`config.mk`:
```
export PLATFORM = sky130hd
export DESIGN_NAME = memctl_csr
export DESIGN_NICKNAME = d
export VERILOG_FILES = /design/src/rtl/memctl_csr_pkg.sv /design/src/rtl/memctl_addr_dec.sv /design/src/rtl/memctl_fault_rec.sv /design/src/rtl/memctl_diag_win.sv /design/src/rtl/memctl_csr.sv
export SDC_FILE = /design/constraint.sdc
export NUM_CORES = 1
export LEC_CHECK = 0
export BUFFER_PORTS_ARGS = -buffer_cell sky130_fd_sc_hd__buf_2
export CORE_UTILIZATION = 53
export DETAILED_ROUTE_END_ITERATION = 8
export PLACE_DENSITY = 0.76
export SLEW_MARGIN = 5
export SYNTH_ARGS = -nofsm -noshare
export SYNTH_HDL_FRONTEND = slang
export SYNTH_SLANG_ARGS = --single-unit
export TNS_END_PERCENT = 50
```
`constraint.sdc`:
```
create_clock -name clk -period 1.9 [get_ports clk]
set_input_delay 0.285 -clock clk [delete_from_list [all_inputs] [get_ports clk]]
set_output_delay 0.285 -clock clk [all_outputs]
set_load 0.03 [all_outputs]
```
`src/rtl/memctl_csr_pkg.sv`:
```
package memctl_csr_pkg;

    localparam int NUM_REGS = 9;
    localparam int FST_W    = 18;

    typedef enum logic [3:0] {
        IDX_EN  = 4'd0,
        IDX_DLY = 4'd1,
        IDX_FST = 4'd2,
        IDX_VCR = 4'd3,
        IDX_FA0 = 4'd4,
        IDX_FA1 = 4'd5,
        IDX_DR  = 4'd6,
        IDX_EC0 = 4'd7,
        IDX_EC1 = 4'd8
    } reg_idx_e;

    localparam logic [31:0] DLY_WMASK  = 32'h7FFF_FFFF;
    localparam logic [31:0] DLY_RST    = 32'h0000_0020;
    localparam logic [31:0] FA0_RST    = 32'h07C0_0000;
    localparam logic [23:0] EN_LOW_RST = 24'h0003FC;

    localparam int ST_CE  = 0;
    localparam int ST_UE  = 3;
    localparam int ST_ME  = 16;
    localparam int ST_GFX = 17;

    typedef struct packed {
        logic [31:0] en;
        logic [31:0] dly;
        logic [31:0] vcr;
        logic [31:0] dr;
        logic [31:0] ec0;
        logic [31:0] ec1;
    } cfg_regs_t;

    typedef struct packed {
        logic [FST_W-1:0] st;
        logic [31:0]      a0;
        logic [31:0]      a1;
    } fault_regs_t;

endpackage

```
`src/rtl/memctl_addr_dec.sv`:
```
module memctl_addr_dec
    import memctl_csr_pkg::*;
#(
    parameter int ADDR_W     = 13,
    parameter int DIAG_OFF   = 'h1000,
    parameter int DIAG_BYTES = 4,
    parameter bit DIAG_EN    = 1'b1
) (
    input  logic [ADDR_W-1:0]             addr,
    output logic                          reg_hit,
    output reg_idx_e                      idx,
    output logic                          diag_hit,
    output logic [$clog2(DIAG_BYTES)-1:0] diag_sel
);
    localparam int                DSEL_W    = $clog2(DIAG_BYTES);
    localparam logic [ADDR_W-1:0] DIAG_BASE = ADDR_W'(DIAG_OFF);
    localparam logic [ADDR_W-3:0] NREG      = (ADDR_W-2)'(NUM_REGS);

    logic [ADDR_W-3:0] word;

    always_comb begin
        word     = addr[ADDR_W-1:2];
        reg_hit  = (word < NREG);
        idx      = reg_idx_e'(word[3:0]);
        diag_hit = DIAG_EN && (addr[ADDR_W-1:DSEL_W] == DIAG_BASE[ADDR_W-1:DSEL_W]);
        diag_sel = addr[DSEL_W-1:0];
    end
endmodule

```
`src/rtl/memctl_fault_rec.sv`:
```
module memctl_fault_rec
    import memctl_csr_pkg::*;
(
    input  logic             clk,
    input  logic             rst_n,
    input  logic             clr_en,
    input  logic [FST_W-1:0] clr_mask,
    input  logic             flt_valid,
    input  logic [4:0]       flt_flags,
    input  logic [3:0]       flt_dw,
    input  logic [7:0]       flt_synd,
    input  logic [31:0]      flt_addr0,
    input  logic [31:0]      flt_addr1,
    output logic [FST_W-1:0] fst_q,
    output logic [31:0]      fa0_q,
    output logic [31:0]      fa1_q
);
    fault_regs_t flt_d, flt_q;
    logic        had_err, new_err;

    always_comb begin
        flt_d   = flt_q;
        had_err = 1'b0;
        new_err = 1'b0;
        if (clr_en) begin
            flt_d.st = flt_q.st & ~clr_mask;
        end
        if (flt_valid) begin
            had_err              = flt_d.st[ST_CE] | flt_d.st[ST_UE];
            new_err              = flt_flags[0] | flt_flags[3];
            flt_d.st[3:0]        = flt_d.st[3:0] | flt_flags[3:0];
            flt_d.st[ST_GFX]     = flt_d.st[ST_GFX] | flt_flags[4];
            flt_d.st[7:4]        = flt_dw;
            flt_d.st[15:8]       = flt_synd;
            if (had_err && new_err) begin
                flt_d.st[ST_ME] = 1'b1;
            end
            flt_d.a0 = flt_addr0;
            flt_d.a1 = flt_addr1;
        end
    end

    always_ff @(posedge clk) begin
        if (!rst_n) begin
            flt_q <= '{st: '0, a0: FA0_RST, a1: '0};
        end else begin
            flt_q <= flt_d;
        end
    end

    assign fst_q = flt_q.st;
    assign fa0_q = flt_q.a0;
    assign fa1_q = flt_q.a1;
endmodule

```
`src/rtl/memctl_diag_win.sv`:
```
module memctl_diag_win #(
    parameter int DIAG_BYTES = 4,
    parameter bit PRESENT    = 1'b1
) (
    input  logic                          clk,
    input  logic                          rst_n,
    input  logic                          wr,
    input  logic [$clog2(DIAG_BYTES)-1:0] sel,
    input  logic [7:0]                    wbyte,
    output logic [7:0]                    rbyte
);
    generate
        if (PRESENT) begin : g_win
            logic [7:0] mem_d [DIAG_BYTES];
            logic [7:0] mem_q [DIAG_BYTES];

            always_comb begin
                mem_d = mem_q;
                if (wr) begin
                    mem_d[sel] = wbyte;
                end
            end

            always_ff @(posedge clk) begin
                for (int i = 0; i < DIAG_BYTES; i++) begin
                    mem_q[i] <= rst_n ? mem_d[i] : 8'h00;
                end
            end

            assign rbyte = mem_q[sel];
        end else begin : g_none
            logic unused_win;
            assign unused_win = ^{clk, rst_n, wr, sel, wbyte};
            assign rbyte      = 8'h00;
        end
    endgenerate
endmodule

```
`src/rtl/memctl_csr.sv`:
```
module memctl_csr
    import memctl_csr_pkg::*;
#(
    parameter int         ADDR_W     = 13,
    parameter logic [3:0] VERSION    = 4'h0,
    parameter logic [3:0] IMPL       = 4'h0,
    parameter int         DIAG_OFF   = 'h1000,
    parameter int         DIAG_BYTES = 4
) (
    input  logic              clk,
    input  logic              rst_n,
    input  logic              wr_en,
    input  logic              rd_en,
    input  logic [ADDR_W-1:0] addr,
    input  logic [31:0]       wdata,
    output logic [31:0]       rdata,
    output logic              rvalid,
    input  logic              flt_valid,
    input  logic [4:0]        flt_flags,
    input  logic [3:0]        flt_dw,
    input  logic [7:0]        flt_synd,
    input  logic [31:0]       flt_addr0,
    input  logic [31:0]       flt_addr1,
    output logic              irq
);
    localparam bit DIAG_EN = (VERSION == 4'h0);
    localparam int DSEL_W  = $clog2(DIAG_BYTES);

    typedef struct packed {
        cfg_regs_t   cfg;
        logic        rv;
        logic [31:0] rdat;
    } ctl_t;

    ctl_t               ctl_d, ctl_q;
    logic               reg_hit, diag_hit;
    reg_idx_e           idx;
    logic [DSEL_W-1:0]  diag_sel;
    logic [7:0]         diag_rbyte;
    logic [FST_W-1:0]   fst_q;
    logic [31:0]        fa0_q, fa1_q;
    logic [31:0]        en_q, dly_q;
    logic               fst_wr;

    memctl_addr_dec #(
        .ADDR_W(ADDR_W), .DIAG_OFF(DIAG_OFF),
        .DIAG_BYTES(DIAG_BYTES), .DIAG_EN(DIAG_EN)
    ) u_dec (
        .addr(addr), .reg_hit(reg_hit), .idx(idx),
        .diag_hit(diag_hit), .diag_sel(diag_sel)
    );

    assign fst_wr = wr_en && reg_hit && (idx == IDX_FST);

    memctl_fault_rec u_flt (
        .clk(clk), .rst_n(rst_n),
        .clr_en(fst_wr), .clr_mask(wdata[FST_W-1:0]),
        .flt_valid(flt_valid), .flt_flags(flt_flags),
        .flt_dw(flt_dw), .flt_synd(flt_synd),
        .flt_addr0(flt_addr0), .flt_addr1(flt_addr1),
        .fst_q(fst_q), .fa0_q(fa0_q), .fa1_q(fa1_q)
    );

    memctl_diag_win #(
        .DIAG_BYTES(DIAG_BYTES), .PRESENT(DIAG_EN)
    ) u_diag (
        .clk(clk), .rst_n(rst_n),
        .wr(wr_en && diag_hit), .sel(diag_sel),
        .wbyte(wdata[7:0]), .rbyte(diag_rbyte)
    );

    assign en_q  = ctl_q.cfg.en;
    assign dly_q = ctl_q.cfg.dly;

    always_comb begin
        ctl_d = ctl_q;
        if (wr_en && reg_hit) begin
            case (idx)
                IDX_EN:  ctl_d.cfg.en  = {en_q[31:24], wdata[23:0]};
                IDX_DLY: ctl_d.cfg.dly = wdata & DLY_WMASK;
                IDX_VCR: ctl_d.cfg.vcr = wdata;
                IDX_DR:  ctl_d.cfg.dr  = wdata;
                IDX_EC0: ctl_d.cfg.ec0 = wdata;
                IDX_EC1: ctl_d.cfg.ec1 = wdata;
                default: ;
            endcase
        end
        ctl_d.rv   = rd_en;
        ctl_d.rdat = '0;
        if (rd_en && reg_hit) begin
            case (idx)
                IDX_EN:  ctl_d.rdat = en_q;
                IDX_DLY: ctl_d.rdat = dly_q;
                IDX_FST: ctl_d.rdat = {{(32-FST_W){1'b0}}, fst_q};
                IDX_VCR: ctl_d.rdat = ctl_q.cfg.vcr;
                IDX_FA0: ctl_d.rdat = fa0_q;
                IDX_FA1: ctl_d.rdat = fa1_q;
                IDX_DR:  ctl_d.rdat = ctl_q.cfg.dr;
                IDX_EC0: ctl_d.rdat = ctl_q.cfg.ec0;
                IDX_EC1: ctl_d.rdat = ctl_q.cfg.ec1;
                default: ctl_d.rdat = '0;
            endcase
        end else if (rd_en && diag_hit) begin
            ctl_d.rdat = {24'h0, diag_rbyte};
        end
    end

    always_ff @(posedge clk) begin
        if (!rst_n) begin
            ctl_q.cfg.en  <= {IMPL, VERSION, EN_LOW_RST};
            ctl_q.cfg.dly <= DLY_RST;
            ctl_q.cfg.vcr <= '0;
            ctl_q.cfg.dr  <= '0;
            ctl_q.cfg.ec0 <= '0;
            ctl_q.cfg.ec1 <= '0;
            ctl_q.rv      <= 1'b0;
            ctl_q.rdat    <= '0;
        end else begin
            ctl_q <= ctl_d;
        end
    end

    assign rdata  = ctl_q.rdat;
    assign rvalid = ctl_q.rv;
    assign irq    = fst_q[ST_CE] & en_q[1];
endmodule

```
Word level (Yosys, flattened, before mapping)
Index checks and enable logic that the tools add are counted.

storage, ports and cells
  output and inout port bits = 34
  logic and storage cells = 63
  memories kept = 0
  memory bits (writable) = 0
  register bits after elaboration = 330
  bits in latches = 0
  memory bits (read-only) = 0
  input port bits = 131

cells by class
  bitwise logic cells = 8
  muxes and demuxes = 12
  $lt $le $gt $ge = 3
  shifts and indexed selects = 0
  div/mod/pow operators = 0
  reduce and logical (&&, ||, !) cells = 15
  equality and inequality tests = 9
  multiply operators = 0
  add/sub/neg operators = 0

operators by type and width
  operator              number
  $pmux 32 s9           1
  $mux 82               1
  $bwmux 32             1
  $mux 32               1
  $mux 8                4
  $and 18x18->18        1
  $mux 18               1
  $not 18->18           1
  $bmux 8 s2            1
  $demux 8 s2           1
  $eq 4x3->1 const B    4
  $reduce_and 2->1      6
  $eq 11x11->1 const B  1
  $lt 11x4->1 const B   1
  $eq 4x2->1 const B    2
  $logic_and 1x1->1     7
  $eq 4x1->1 const B    1
  $eq 4x4->1 const B    1
  $logic_not 4->1       1
  $or 4x4->4            1
  $ge 3x3->1 const B    1
  $lt 3x1->1 const B    1
  $not 2->3             1
  $or 1x1->1            3
  3 further kinds       3

Depth between registers and ports, before layout
Gate-level depths: netlist of the first run.

  depth in word-level cells = 8
  mapped depth = 9
  depth with buffers taken out = 4

Cells and area by module
From an unflattened synthesis of the first run, not the netlist that was laid out.

unflattened totals
  cells, all modules = 1,638
  area, all modules = 14,838.0 sq um

modules (own cells, without submodules)
  module            cells an instance  seq. area each (sq um)  instances  area each (sq um)
  memctl_csr        1,197              4,324.1                 1          10,083.4
  memctl_fault_rec  303                1,641.6                 1          3,243.1
  memctl_diag_win   125                640.6                   1          1,415.1
  memctl_addr_dec   13                 0.0                     1          96.3

Worst setup path before layout of the first run
OpenSTA, ideal clock, no wires.

  path type = input to register
  start = in addr[3]
  end = reg u_flt.flt_q, in the netlist u_flt.fst_q[5]
  stages = 8
  buffers on the path = 4
  required time = 1.783 ns
  slack = 0.008 ns
  data arrival time = 1.775 ns
  library setup time = 0.117 ns
  cell sequence = buf_2 -> buf_2 -> nor4bb_1 -> and4_1 -> clkbuf_1 -> buf_2 -> nand2_1 -> a32o_1

on the way
  word-level cells in the longest chain between the ends = 4
  elaborated cells between the ends (all ways) = 5
  classes of those cells = order compare: 1; eq/ne: 1; reduce/logical: 3

ends and longest elaborated chain
  what                           RTL line                RTL
  from (decl)                    memctl_csr.sv:14        input logic [ADDR_W-1:0] addr,
  $lt 11x4->1                    memctl_addr_dec.sv:23   reg_hit = (word < NREG);
  $logic_and 1x1->1              memctl_csr.sv:53        assign fst_wr = wr_en && reg_hit && (idx == IDX_FST);
  $logic_and 1x1->1 *            memctl_csr.sv:53
  $reduce_bool 2->1 (no line) *  --
  to (signal assigned)           memctl_fault_rec.sv:45  flt_q <= '{st: '0, a0: FA0_RST, a1: '0};
  to (signal assigned)           memctl_fault_rec.sv:47  flt_q <= flt_d;
  to (decl)                      memctl_fault_rec.sv:18  fault_regs_t flt_d, flt_q;

Every way passes the cells marked *; elsewhere a longest branch is shown, timed or not.
A chain may end at the register's enable or synchronous reset.

Worst setup path after layout of the first run
  start = in addr[4]
  end = reg ctl_q, in the netlist rdata[6]

on the way
  word-level cells in the longest chain between the ends = 4
  elaborated cells between the ends (all ways) = 16
  classes of those cells = order compare: 1; eq/ne: 9; mux: 3; reduce/logical: 3

ends and longest elaborated chain
  what                                                 RTL line           RTL
  branches (longest 3 deep; another with $lt 11x4->1)  --
  $mux 32 *                                            memctl_csr.sv:90   if (rd_en && reg_hit) begin
  to (signal assigned)                                 memctl_csr.sv:119  ctl_q <= ctl_d;
  to (decl)                                            memctl_csr.sv:35   ctl_t ctl_d, ctl_q;

Every way passes the cells marked *.

==> results of run 1 <==
## worst max-delay path, delay by kind of cell
kind	cells	cell delay, ns
AOI/OAI and AO/OA	3	0.78
buffers and inverters	4	0.83
muxes	1	0.21
## kinds of logic (layout without fill, tap and decap cells)
| family | count (synthesis) | count (layout) | synth area share (%) |
|---|---|---|---|
| simple gates | 580 | 580 | 19.8 |
| mux | 160 | 160 | 11.8 |
| buf+inv | 183 | 358 | 5.81 |
| flops | 330 | 330 | 45.2 |
| compound gates | 338 | 338 | 17.5 |
## sequential cells by signal, summed over array words and instances, names as in the netlist
name,flops
rdata,32
en_q,24
ctl_q,128
u_flt.fst_q,18
u_diag.g_win.mem_q,32
dly_q,31
rvalid,1
u_flt.fa0_q,32
u_flt.fa1_q,32
## per-layer routing
metal	global-route usage, %	routed length, um
met2	47.6	19200
met3	5.12	3500
met1	39.9	18300
met5	0	0
met4	9.21	1070
## timing repair
item	in CTS	in global routing
endpoints found under the hold margin	11	0
hold buffers	11	0
setup endpoints to repair	0	1
resized for setup	0	1
## placed cells by master (no fill, tap or decap), drive strengths merged, types with 4 or more instances in the layout
| cell | instances |
|---|---|
| buf | 272 |
| o22ai | 10 |
| dlygate4sd3 | 11 |
| nor2b | 114 |
| a31oi | 18 |
| and4 | 7 |
| clkbuf | 54 |
| a222oi | 16 |
| mux2 | 7 |
| nand4 | 11 |
| inv | 14 |
| a21oi | 21 |
| nor2 | 11 |
| mux2i | 144 |
| clkinv | 5 |
| nor4 | 4 |
| nor4b | 4 |
| mux4 | 9 |
| a32o | 14 |
| o32ai | 4 |
| or2 | 4 |
| nand2 | 358 |
| a221oi | 4 |
| o21ai | 8 |
| o2bb2ai | 7 |
| and2 | 7 |
| or3b | 6 |
| dfxtp | 330 |
| a21boi | 165 |
| a2111oi | 6 |
| a22o | 14 |
| nand3b | 24 |
| a22oi | 38 |
| nand3 | 10 |
## cell type report
cell class | count | area [um2]
Clock buffer | 54 | 1100
Clock inverter | 7 | 62.6
Fill cell | 2164 | 9570
Inverter | 14 | 52.6
Multi-Input combinational cell | 1078 | 7190
Sequential cell | 330 | 6610
Tap cell | 341 | 427
Timing Repair Buffer | 283 | 2030
## through the flow
step	setup slack, ns	total power [W]	cells	instance area (um2)	setup TNS, ns
floorplan	0.00764	0.00778	1591	14600	0
global placement	-0.403	0.00825	2035	16200	-5.39
detailed placement	-0.446	0.00827	2035	16200	-5.82
CTS	0.0792	0.0151	2107	17500	0
global route	0.0333	0.0154	2107	17500	0
finish	0.143	0.0150	2107	17500	0
## synthesized netlist by cell type (all sizes together) (6+ instances only)
cell type and instances:
a2111oi 6, a21boi 165, a21oi 21, a222oi 16, a22o 14, a22oi 38
a31oi 18, a32o 14, and2 7, and4 7, buf 79, clkbuf 90
dfxtp 330, inv 14, mux2 7, mux2i 144, mux4 9, nand2 358
nand3 10, nand3b 24, nand4 11, nor2 11, nor2b 114, o21ai 8
o22ai 10, o2bb2ai 7, or3b 6
## worst min path at each step
| stage | endpoint | cells after the start | slack (ns) |
|---|---|---|---|
| after floorplan | en_q[8] | 2 | 0.41 |
| after global placement | ctl_q[61] | 2 | 0.44 |
| after detailed placement | dly_q[27] | 2 | 0.44 |
| after CTS | u_flt.fst_q[8] | 2 | 0.002 |
| after global routing | u_flt.fst_q[7] | 2 | 0.009 |
| final | u_flt.fst_q[7] | 2 | 0.004 |
## power by group
group	switching (W)	leakage, nW	internal, W
Sequential	0.0000732	2.67	0.00703
Clock	0.00276	0.576	0.00411
Combinational	0.000576	3.65	0.000479
==> summary.txt, run 1 <==
Die
  – Die area: 28300 um2
  – Std-Cell Rows: 60
  – # IOs: 165
  – Chip Height: 168 um
  – Area of the core: 27000 um2
  – Initial Util: 54.1%
  – Width of the die: 168 um

Timing
  – Final Skew: 0.0105 ns
  – # setup viols final: 0
  – Final Hold Fails: 0
  – Slew margin rel.: 50.5%
  – Final worst-path cycle share: 92.5%
  – Hold_ws: 0.00439 ns
  – Slew Limit Fails: 0
  – Worst-Margin Slew: 0.741 ns
  – Fmax: 569 MHz
  – Unrepaired setup endpoints after global routing: no
  – Tmin final: 1.76 ns

Final layout
  – Fraction of layout instances using a drive strength above 1: 20.6%
  – Antenna Cells: 0
  – Nets: 1873
  – Area grow syn2layout: 19.4%
  – Final design utilization: 64.6%

Detailed routing
  – Via count: 12456
  – Routed len/inst: 20.0 um
  – Residual DRC: 0
  – Wirelength, routed: 42100 um
  – Iter 0 DRT Violations: 1293
  – DR vias/cell: 5.91
  – Antenna Nets Post-Route: 0
  – Drt pass-1 iters: 6

Critical path
  – R2R Path End: rdata[5]
  – Crit path launch: addr[4]
  – Setup crit end: rdata[6]
  – Reg2Reg Setup Slack: 0.18 ns
  – Critical path launch point type: input pin
  – Critical Path Max Stage Delay: 0.61 ns
  – Worst Setup End Kind: flip-flop
  – Top cell by count, worst path: buf_4
  – CP Data Required Time: 2.28 ns
  – Arr. time, crit path: 2.14 ns
  – Critical-path top delay cell: a2111oi_1
  – Reg2reg start: ctl_q[70]
  – Crit path max fanout: 33
  – Critical path class: input pin to flip-flop
  – CP cell instances: buf_2 -> buf_12 -> buf_4 -> mux2i_1 -> o32ai_1 -> a2111oi_1 -> buf_4 -> o22ai_1
  – Length in cells of the worst reg-to-reg path: 4

Hold path
  – Hold Crit Start: flt_dw[3]
  – Hold Path Class: input pin to flip-flop

Clocking
  – Clock transition at path regs: 0.06 ns
  – Clk sink count: 330
  – Num CTS Buffers: 35
  – Clk_lat worst skew: 0.52 ns
  – Postcts setup bufs: 0
  – H-Tree Depth: 2
  – Root Driver: clkbuf_16
  – TritonCTS clock tree: done
  – Clock buffer depth: 3

Logic synthesis
  – Syn Inst Count: 1591
  – Post-synth EDFFs: 0
  – Synth top area cells: dfxtp_1 (45%), mux2i_1 (9.9%), nand2_1 (9.2%), a21boi_0 (7.9%), nor2b_1 (4.9%)
  – Yosys warning total: 0
  – Top_reg_cell synth: dfxtp_1
  – Syn_area_per_cell: 9.19 um2
  – Synth Register Bits: 330
  – Post-synthesis cell area: 14600 um2
  – Sequential share of the synthesized area: 45.2%
  – Yosys cell types: 57
  – Post-synth top area cell: dfxtp_1
  – Share of the synthesized area in the top cell type: 45.2%
  – Post-synth ARST share: 0%
  – Syn nets: 1722

GRT
  – Vias in the first global route: 12043
  – GRT Overall Usage: 29.4%
  – Largest net degree at the start of global routing: 95
  – First-pass GRT wire length: 65700 um
  – Total gr overflow: 0
  – Initial antenna violation count: 0

Power
  – Peak VDD IR: 0.572 mV
  – Static Leakage: 6.90 nW
  – PwrDens: 861 nW/um2

Place
  – PortBufs: 164
  – Placer Congestion: 0.880
  – Post-DP HPWL: 28500 um

Flow run
  – Maxcap violations: 0

Status
  – Outcome: finished clean
(Power assumes the default switching activity.)
==> inputs of run 2 (changes only) <==
--- a/config.mk
+++ b/config.mk
@@ -9,6 +9,7 @@
 export CORE_UTILIZATION = 53
 export DETAILED_ROUTE_END_ITERATION = 8
 export PLACE_DENSITY = 0.76
+export SETUP_SLACK_MARGIN = 0.5
 export SLEW_MARGIN = 5
 export SYNTH_ARGS = -nofsm -noshare
 export SYNTH_HDL_FRONTEND = slang
==> constraint.sdc (replaced) <==
create_clock -name clk -period 1.6 [get_ports clk]
set_input_delay 0.24 -clock clk [delete_from_list [all_inputs] [get_ports clk]]
set_output_delay 0.24 -clock clk [all_outputs]
set_load 0.03 [all_outputs]
==> summary.txt, run 2 (synthesized netlist as in run 1, its figures left out) <==
Status
  – Failing checks: DRC, hold timing, setup timing
  – Outcome: finished, violations left (was finished clean)

Power
  – Pwr Total: 0.0194 W (was 0.0150 W)
  – Static Leakage: 8.61 nW (was 6.90 nW)
  – Peak VDD IR: 0.792 mV (was 0.572 mV)
  – PwrDens: 884 nW/um2 (was 861 nW/um2)

Clocking
  – Clock transition at path regs: 0.06 ns (about the same)
  – Clock buffer depth: 3 (unchanged)
  – TritonCTS clock tree: done (unchanged)
  – H-Tree Depth: 2 (unchanged)
  – Clk sink count: 330 (unchanged)
  – Num CTS Buffers: 37 (was 35)
  – Clk_lat worst skew: 0.54 ns (was 0.52 ns)
  – Root Driver: clkbuf_16 (unchanged)

Timing
  – Final TNS setup: -1.04 ns (was 0 ns)
  – # setup viols final: 4 (was 0)
  – Final Worst Setup Slack: -0.334 ns (was 0.143 ns)
  – Final worst-path cycle share: 121%
  – Slew margin rel.: 34.4% (was 50.5%)
  – Final Skew: 0.0229 ns (was 0.0105 ns)
  – Slew Limit Fails: 0 (unchanged)
  – Unrepaired setup endpoints after global routing: yes (was no)
  – Worst-Margin Slew: 0.982 ns (was 0.741 ns)
  – Final Hold Fails: 1 (was 0)
  – Fmax: 517 MHz
  – Tmin final: 1.93 ns
  – Hold_ws: -0.00599 ns (was 0.00439 ns)

GRT
  – M1 GR Usage: 46.4% (was 39.9%)
  – Total gr overflow: 0 (unchanged)
  – GR Util met2: 59.2% (was 47.6%)
  – First-pass GRT wire length: 81000 um (was 65700 um)
  – Met3 GRT Util: 9.21% (was 5.12%)
  – GRT Max-Usage Layer: met2 (unchanged)
  – Vias in the first global route: 14111 (was 12043)
  – GRT Overall Usage: 37.4% (was 29.4%)
  – Initial antenna violation count: 4 (was 0)
  – Largest net degree at the start of global routing: 104 (was 95)

Final layout
  – Biggest register: ctl_q (unchanged)
  – Fin area: 22000 um2 (was 17500 um2)
  – Commonest non-fill, non-tap cells in the layout: dfxtp_1 (289), nand2_1 (206), mux2i_1 (136) (was nand2_1 (358), dfxtp_1 (330), buf_2 (162))
  – Layout Cells excl Fill: 2277 (was 2107)
  – Area grow syn2layout: 50.2% (was 19.4%)
  – Fraction of layout instances using a drive strength above 1: 41.5% (was 20.6%)
  – Nets: 2039 (was 1873)
  – Commonest non-fill, non-tap cell in the layout: dfxtp_1 (was nand2_1)
  – Number of flip-flops in the largest register: 128 (unchanged)

Hold path
  – Hold Path Class: input pin to flip-flop (unchanged)
  – Endpoint, Worst Hold: u_flt.fa1_q[2] (was u_flt.fst_q[7])
  – Hold path depth: 3 (was 2)
  – Hold Crit Start: flt_addr1[2] (was flt_dw[3])

Place
  – Post-DP HPWL: 29100 um (was 28500 um)
  – Placer Congestion: 0.936 (was 0.880)
  – Area after DPL: 16400 um2 (was 16200 um2)
  – PortBufs: 164 (unchanged)
  – Placed cell count: 2051 (was 2035)

Critical path
  – Worst Setup End Kind: flip-flop (unchanged)
  – Arr. time, crit path: 2.29 ns (was 2.14 ns)
  – Crit path max fanout: 10 (was 33)
  – Reg2reg start: dly_q[2] (was ctl_q[70])
  – CP Data Required Time: 1.96 ns (was 2.28 ns)
  – Length in cells of the worst reg-to-reg path: 5 (was 4)
  – R2R Path End: rdata[2] (was rdata[5])
  – Reg2Reg Setup Slack: -0.28 ns (was 0.18 ns)
  – Critical path launch point type: input pin (unchanged)
  – Critical path class: input pin to flip-flop (unchanged)

Detailed routing
  – Iter 0 DRT Violations: 2826 (was 1293)
  – Antenna Nets Post-Route: 0 (unchanged)
  – Via count: 15663 (was 12456)
  – Routed len/inst: 30.1 um (was 20.0 um)
  – Wirelength, routed: 68500 um (was 42100 um)
  – Residual DRC: 18 (was 0)
  – Drt pass-1 iters: 9 (was 6)
  – DR vias/cell: 6.88 (was 5.91)

Flow run
  – Maxcap violations: 0 (unchanged)

Die
  – Die area: 28300 um2 (unchanged)
  – Std-Cell Rows: 60 (unchanged)
  – Chip Height: 168 um (unchanged)
  – Width of the die: 168 um (unchanged)
  – Area of the core: 27000 um2 (unchanged)
  – # IOs: 165 (unchanged)
  – Initial Util: 54.1% (unchanged)
==> run 2: cell types whose count changed in the layout (fill, tap and decap cells not counted), moves of 42 or more <==
cell	before	now
buf_6	1	70
nand2_2	0	69
a21boi_2	0	73
nand2_1	358	206
dlygate4sd3_1	11	70
a21boi_1	12	75
buf_2	162	120
nand2_4	0	83
a21boi_0	153	17
==> run 2: final cells by class <==
type / instances / area, um2
tap: 341 / 427
inverter: 14 / 52.6
clock inverter: 15 / 213
fill: 1250 / 5060
timing repair buffer: 447 / 4720
sequential: 330 / 6660
multi-input combinational: 1078 / 8810
antenna: 2 / 5.00
clock buffer: 50 / 1080
==> run 2: worst max path at each step <==
| stage | from | endpoint | slack, ns | depth (start not counted) |
|---|---|---|---|---|
| 2_1_floorplan | addr[7] | rdata[24] | -0.03 | 6 |
| 3_3_place_gp | addr[5] | rdata[0] | -0.36 | 6 |
| 3_5_place_dp | addr[3] | rdata[5] | -0.41 | 8 |
| 4_1_cts | en_q[1] | irq | 0.24 | 2 |
| 5_1_grt | dly_q[2] | rdata[2] | -0.58 | 5 |
| 6_report | addr[4] | en_q[21] | -0.33 | 9 |
==> run 2: repair_timing <==
item                                    4_1_cts  5_1_grt
resized for setup                           348      332
hold endpoints to repair                     70        0
cloned                                       25        7
pin swaps                                    91      118
setup buffers                                40       17
hold buffers                                 70        0
endpoints found under the setup margin      294      299
==> run 2: per-stage QoR <==
step	worst slack, ns	utilization [%]
2_1_floorplan	-0.0323	-
3_3_place_gp	-0.357	60.8
3_5_place_dp	-0.413	60.8
4_1_cts	0.240	75.6
5_1_grt	-0.585	81.3
6_report	-0.334	81.3
==> run 2: layer usage <==
| layer | up-vias | wire length, um |
|---|---|---|
| met5 | - | 13 |
| met4 | 2 | 6350 |
| met3 | 616 | 10400 |
| met2 | 1556 | 29000 |
| met1 | 7320 | 22700 |
| li1 | 6169 | - |
==> run 2: power by group <==
| group | internal [W] | switching (W) | total, W | leakage (nW) |
|---|---|---|---|---|
| registers | 0.00834 | 0.000102 | 0.00844 | 2.69 |
| clock network | 0.00555 | 0.00366 | 0.00921 | 0.638 |
| logic | 0.000817 | 0.000940 | 0.00176 | 5.28 |
==> run 2: critical path, cell delays in order <==
cell	delay, ns
buf_4	0.19
buf_12	0.17
nor4_4	0.28
buf_6	0.19
nand4_4	0.20
buf_12	0.20
buf_16	0.14
mux2i_1	0.15
nor2b_1	0.51
